--- config.mk ---
export PLATFORM = sky130hd
export DESIGN_NAME = stat_spi_rdout
export DESIGN_NICKNAME = d
export VERILOG_FILES = /design/src/rtl/stat_spi_pkg.sv /design/src/rtl/stat_spi_sync.sv /design/src/rtl/stat_spi_evlatch.sv /design/src/rtl/stat_spi_shift.sv /design/src/rtl/stat_spi_rdout.sv
export SDC_FILE = /design/constraint.sdc
export NUM_CORES = 1
export LEC_CHECK = 0
export BUFFER_PORTS_ARGS = -buffer_cell sky130_fd_sc_hd__buf_2
export CAP_MARGIN = 20
export CORE_UTILIZATION = 38
export CTS_CLUSTER_DIAMETER = 200
export DETAILED_ROUTE_END_ITERATION = 10
export PLACE_DENSITY = 0.7
export REMOVE_ABC_BUFFERS = 1
export SLEW_MARGIN = 20
export SYNTH_ARGS = -nofsm -noshare
export SYNTH_HDL_FRONTEND = slang
export SYNTH_HIERARCHICAL = 1
export SYNTH_SLANG_ARGS = --single-unit
--- constraint.sdc ---
create_clock -name clk -period 2.38 [get_ports clk]
set_input_delay 0.357 -clock clk [delete_from_list [all_inputs] [get_ports clk]]
set_output_delay 0.357 -clock clk [all_outputs]
set_load 0.005 [all_outputs]
--- src/rtl/stat_spi_pkg.sv ---
package stat_spi_pkg;
  localparam int NUM_STICKY = 3;
  localparam int LIVE_W     = 12;
  localparam int STAT_W     = 1 + NUM_STICKY + LIVE_W;
  localparam int CLR_MIN    = NUM_STICKY + 1;

  typedef enum logic [1:0] {M_IDLE, M_FIRST, M_READ, M_CTRL} mode_e;

  // Status word: position 0 fill flag, 1..3 sticky flags, then live bits.
  function automatic logic [STAT_W-1:0] pack_status(
      input logic fill, input logic [NUM_STICKY-1:0] sticky,
      input logic [LIVE_W-1:0] live);
    return {live, sticky, fill};
  endfunction
endpackage

--- src/rtl/stat_spi_sync.sv ---
module stat_spi_sync #(
  parameter int W = 3,
  parameter int STAGES = 2,
  parameter logic [W-1:0] RST_VAL = '0
) (
  input  logic         clk,
  input  logic         rst_n,
  input  logic [W-1:0] d,
  output logic [W-1:0] q,
  output logic [W-1:0] rise,
  output logic [W-1:0] fall
);
  logic [W-1:0] stg [STAGES];
  logic [W-1:0] prev;

  always_ff @(posedge clk or negedge rst_n)
    if (!rst_n) stg[0] <= RST_VAL;
    else        stg[0] <= d;

  for (genvar s = 1; s < STAGES; s++) begin : g_stage
    always_ff @(posedge clk or negedge rst_n)
      if (!rst_n) stg[s] <= RST_VAL;
      else        stg[s] <= stg[s-1];
  end

  always_ff @(posedge clk or negedge rst_n)
    if (!rst_n) prev <= RST_VAL;
    else        prev <= stg[STAGES-1];

  assign q    = stg[STAGES-1];
  assign rise = q & ~prev;
  assign fall = ~q & prev;
endmodule

--- src/rtl/stat_spi_evlatch.sv ---
module stat_spi_evlatch #(
  parameter int N = 3
) (
  input  logic         clk,
  input  logic         rst_n,
  input  logic [N-1:0] evt,
  input  logic         rd_active,
  input  logic         clr,
  output logic [N-1:0] latched
);
  logic [N-1:0] pend;

  always_ff @(posedge clk or negedge rst_n)
    if (!rst_n) begin
      latched <= '0;
      pend    <= '0;
    end else begin
      latched <= clr ? (pend | evt) : (latched | evt);
      pend    <= (clr || !rd_active) ? '0 : (pend | evt);
    end
endmodule

--- src/rtl/stat_spi_shift.sv ---
module stat_spi_shift
  import stat_spi_pkg::*;
#(
  parameter int BYTE_W = 8,
  parameter int CMD_W  = 16
) (
  input  logic              clk,
  input  logic              rst_n,
  input  logic              sel,
  input  logic              cs_end,
  input  logic              sck_rise,
  input  logic              sck_fall,
  input  logic              sdi,
  input  logic [STAT_W-1:0] word,
  input  logic [BYTE_W-1:0] fifo_byte,
  output mode_e             mode,
  output logic              sdo_q,
  output logic              fifo_pop,
  output logic [CMD_W-1:0]  cmd_word,
  output logic              cmd_valid,
  output logic              clr_latched
);
  localparam int MAXC   = (CMD_W > STAT_W) ? CMD_W : STAT_W;
  localparam int POS_W  = $clog2(MAXC + 2);
  localparam int SIDX_W = $clog2(STAT_W);
  localparam int IDX_W  = (BYTE_W > 1) ? $clog2(BYTE_W) : 1;
  localparam logic [POS_W-1:0] POS_STAT = POS_W'(STAT_W);
  localparam logic [POS_W-1:0] POS_CMD  = POS_W'(CMD_W);
  localparam logic [IDX_W-1:0] FB_LAST  = IDX_W'(BYTE_W - 1);

  logic [POS_W-1:0] pos;
  logic [IDX_W-1:0] fb;
  logic [CMD_W-1:0] shreg;

  function automatic logic byte_bit(input logic [BYTE_W-1:0] b,
                                    input logic [IDX_W-1:0] idx);
    return b[FB_LAST - idx];
  endfunction

  assign clr_latched = cs_end && (mode == M_READ) && (pos >= POS_W'(CLR_MIN));

  always_ff @(posedge clk or negedge rst_n)
    if (!rst_n) begin
      mode <= M_IDLE; pos <= '0; fb <= '0; shreg <= '0; sdo_q <= 1'b0;
      fifo_pop <= 1'b0; cmd_word <= '0; cmd_valid <= 1'b0;
    end else begin
      fifo_pop  <= 1'b0;
      cmd_valid <= 1'b0;
      if (cs_end || !sel) begin
        if (cs_end && mode == M_CTRL && pos == POS_CMD) begin
          cmd_word  <= shreg;
          cmd_valid <= 1'b1;
        end
        mode <= M_IDLE; pos <= '0; fb <= '0; sdo_q <= 1'b0;
      end else begin
        unique case (mode)
          M_IDLE: mode <= M_FIRST;
          M_FIRST: if (sck_rise) begin
            pos <= POS_W'(1);
            if (!sdi) begin
              mode  <= M_READ;
              sdo_q <= word[0];
            end else begin
              mode  <= M_CTRL;
              shreg <= CMD_W'(1);
            end
          end
          M_READ: begin
            if (sck_rise) begin
              if (pos < POS_STAT) pos <= pos + 1'b1;
              else if (fb == FB_LAST) begin
                fb       <= '0;
                fifo_pop <= 1'b1;
              end else fb <= fb + 1'b1;
            end
            if (sck_fall)
              sdo_q <= (pos < POS_STAT) ? word[pos[SIDX_W-1:0]]
                                        : byte_bit(fifo_byte, fb);
          end
          M_CTRL: if (sck_rise) begin
            shreg <= {shreg[CMD_W-2:0], sdi};
            if (pos <= POS_CMD) pos <= pos + 1'b1;
          end
          default: mode <= M_IDLE;
        endcase
      end
    end
endmodule

--- src/rtl/stat_spi_rdout.sv ---
module stat_spi_rdout
  import stat_spi_pkg::*;
#(
  parameter int BYTE_W = 8,
  parameter int CMD_W  = 16,
  parameter int SYNC_STAGES = 2
) (
  input  logic                clk,
  input  logic                rst_n,
  input  logic                sel_n_i,
  input  logic                sck_i,
  input  logic                sdi_i,
  output logic                sdo_o,
  output logic                irq_n_o,
  input  logic                fifo_it_i,
  input  logic                evt_ovf_i,
  input  logic                evt_wake_i,
  input  logic                evt_lowbat_i,
  input  logic [LIVE_W-1:0]   live_i,
  input  logic [BYTE_W-1:0]   fifo_byte_i,
  output logic                fifo_pop_o,
  output logic [CMD_W-1:0]    cmd_word_o,
  output logic                cmd_valid_o
);
  logic [2:0] s_q, s_rise, s_fall;
  logic       cs_end, sck_rise, sck_fall, sel;
  logic [NUM_STICKY-1:0] evt_vec, latched;
  logic [STAT_W-1:0] stat_word;
  logic       sdo_q, clr_latched, irq_n_q;
  mode_e      mode;

  stat_spi_sync #(.W(3), .STAGES(SYNC_STAGES), .RST_VAL(3'b001)) sync_i (
    .clk(clk), .rst_n(rst_n), .d({sdi_i, sck_i, sel_n_i}),
    .q(s_q), .rise(s_rise), .fall(s_fall));

  assign sel      = ~s_q[0];
  assign cs_end   = s_rise[0];
  assign sck_rise = s_rise[1];
  assign sck_fall = s_fall[1];
  assign evt_vec  = {evt_lowbat_i, evt_wake_i, evt_ovf_i};

  stat_spi_evlatch #(.N(NUM_STICKY)) evl_i (
    .clk(clk), .rst_n(rst_n), .evt(evt_vec), .rd_active(mode == M_READ),
    .clr(clr_latched), .latched(latched));

  assign stat_word = pack_status(fifo_it_i, latched, live_i);

  stat_spi_shift #(.BYTE_W(BYTE_W), .CMD_W(CMD_W)) shf_i (
    .clk(clk), .rst_n(rst_n), .sel(sel), .cs_end(cs_end),
    .sck_rise(sck_rise), .sck_fall(sck_fall), .sdi(s_q[2]),
    .word(stat_word), .fifo_byte(fifo_byte_i), .mode(mode), .sdo_q(sdo_q),
    .fifo_pop(fifo_pop_o), .cmd_word(cmd_word_o), .cmd_valid(cmd_valid_o),
    .clr_latched(clr_latched));

  always_ff @(posedge clk or negedge rst_n)
    if (!rst_n) irq_n_q <= 1'b1;
    else        irq_n_q <= ~(fifo_it_i | (|latched));

  assign irq_n_o = irq_n_q;
  assign sdo_o   = (mode == M_FIRST) ? stat_word[0]
                 : (mode == M_READ)  ? sdo_q : 1'b0;
endmodule

==> results by group <==
Timing
  • Worst Tran Pin Value: 624 ps
  • Crit path time final: 2070 ps
  • Final worst path period share: 86.9%
  • Slew Limit Fails: 0
  • Final hold vios: 0
  • Slew headroom: 58.4%
  • Final setup vio count: 0
  • Final Skew: 9.92 ps
  • Max Clk Rate: 0.484 GHz
  • Total negative slack: 0 ps
  • RSZ-0062 raised after global routing: false

Synth
  • Syn. warnings: 6
  • Synthesized area: 0.00282 mm²
  • Mean Syn Cell Area: 12.4 µm²
  • Gate Count Post-Synth: 227

Global route
  • Largest net degree at the start of global routing: 35
  • Initial antenna violation count: 0
  • GR Overflow Total: 0
  • Vias in the first global route: 1811
  • GRT Resource Usage Total: 14.6%
  • First-pass GRT wire length: 8480 µm

Clock network
  • CTS sink cnt: 60
  • CTS resizes: 0
  • Clock Tree Root: clkbuf_8
  • Post-CTS Hold Buffers: 0
  • CTS clk-pin slew, worst paths: 70 ps
  • Setup bufs post-CTS: 0
  • Clock Latency Late Sink: 330 ps
  • CTS Buffer Depth: 2
  • CTS tree: yes
  • TritonCTS Buffers: 9
  • H-tree Lvls: 3

Finish
  • Post-route insts no fill: 380
  • Multi-input gate area: 0.00117 mm²
  • Ratio of cells with drive above 1 in the final layout: 35.6%
  • Register Area: 0.00151 mm²
  • Layout Area Growth over Synthesis: 18.0%
  • Most frequent cells in the layout: dfrtp_1 (56), buf_2 (48), mux2_2 (17)
  • Fillers: 699
  • ANT cells: 0
  • Most common cell after layout, fill and taps aside: dfrtp_1
  • Nets: 314

Worst setup path
  • Launch point of the worst reg-to-reg path: shf_i/mode[0]$_DFFE_PN0P_
  • Worst Path Arrival: 2320 ps
  • Critical Path End Type: register
  • Crit path max fanout: 8
  • Worst Setup Path Type: reg -> reg
  • Worst EP required: 2640 ps
  • CP startpoint kind: register
  • Crit. Startpoint: shf_i/mode[0]$_DFFE_PN0P_

Power and ir drop
  • Int Pwr: 1760 µW
  • Tot Pwr: 2250 µW
  • Maximum vdd drop: 488 µV
  • Switch Pwr: 492 µW
  • Static leakage power: 0.00159 µW
  • Clock power frac: 45.3%
  • Sw Ratio: 21.9%
  • Seq pwr share: 47.0%
  • PD cells: 676 mW/mm²
  • Combinational Power Share: 7.7%

Run
  • Max Cap Viol: 0

Route
  • Post-detailed-route count of antenna-violating nets: 0
  • Vias per cell: 5.13
  • DRC violation count after routing: 0
  • Total routed wirelength: 5160 µm
  • First-pass DRT Iterations: 4
  • Initial DRC count: 116
  • Routed via count: 1948
  • Routed wire per std cell: 13.6 µm

Die
  • Area of the core: 0.00721 mm²
  • Core Rows: 31
  • IO Count: 49
  • Die ar.: 0.00777 mm²
  • Die H: 88.2 µm
  • Initial Util: 39.1%
  • Die width: 88.2 µm

Placed design
  • Placed Cells: 365
  • Placer Congestion: 0.829
  • Post-DP HPWL: 3660 µm
  • Port-buffer cells: 48

Min path
  • Worst min path class: in -> async

Status
  • Outcome: finished clean
critical path: stages (launching register included):
cell      delay (ps)
dfrtp_1          500
inv_1            140
ha_1             320
nor3_1           250
nor2_1           120
or4_1            510
a21boi_1         150
power by group through the flow:
stage	registers, µW	logic (µW)	clock network, µW
floorplan	1080	94.1	0
global placement	1080	171	0
detailed placement	1080	175	0
CTS	1060	176	1050
global route	1060	195	1100
finish	1060	173	1020
flip-flops by register name (all words and copies together) (netlist names), 3 cells and up:
signal,flops
evl_i/pend,3
sync_i/q,3
shf_i/cmd_word,16
shf_i/fb,3
shf_i/shreg,16
shf_i/pos,5
evl_i/latched,3
sync_i/stg,3
metrics by stage:
step | area (µm²) | hold WS (ps) | util [%] | worst slack [ps]
after floorplan | 2710 | 61.4 | - | 516
after global placement | 3110 | 338 | 43.0 | 439
after detailed placement | 3110 | 343 | 43.0 | 335
after CTS | 3330 | 48.1 | 46.1 | 314
after global routing | 3330 | 83.8 | 46.1 | 163
final | 3330 | 33.6 | 46.1 | 313
final timing paths:
check / to / slack, ps / depth (start not counted)
max: shf_i/pos[3]$_DFFE_PN0P_ / 310 / 6
min: shf_i/cmd_word[8]$_DFFE_PN0P_ / 30 / 1
max reg2reg: shf_i/pos[3]$_DFFE_PN0P_ / 310 / 6
min reg2reg: sync_i/q[2]$_DFF_PN0_ / 350 / 0
max in group asynchronous: irq_n_o$_DFF_PN1_ / 1690 / 2
min in group clk: sync_i/stg[3]$_DFF_PN1_ / 130 / 1
routing by layer:
layer / GRT usage (%) / wire length, µm / share of wire, %
met4: 7.04 / 85 / 1.6
met3: 3.77 / 279 / 5.4
met2: 21.5 / 2260 / 44
met5: 0 / 0 / 0
met1: 20.0 / 2530 / 49
final cells by class:
class	instances	share of cell area, %
well taps	99	3.72
inverters	8	0.902
multi-input cells	147	35.1
clock inverters	4	2.18
repair buffers	51	8.27
clock buffers	11	4.55
flip-flops and latches	60	45.2
No activity file was read; power rests on OpenSTA's default activity.
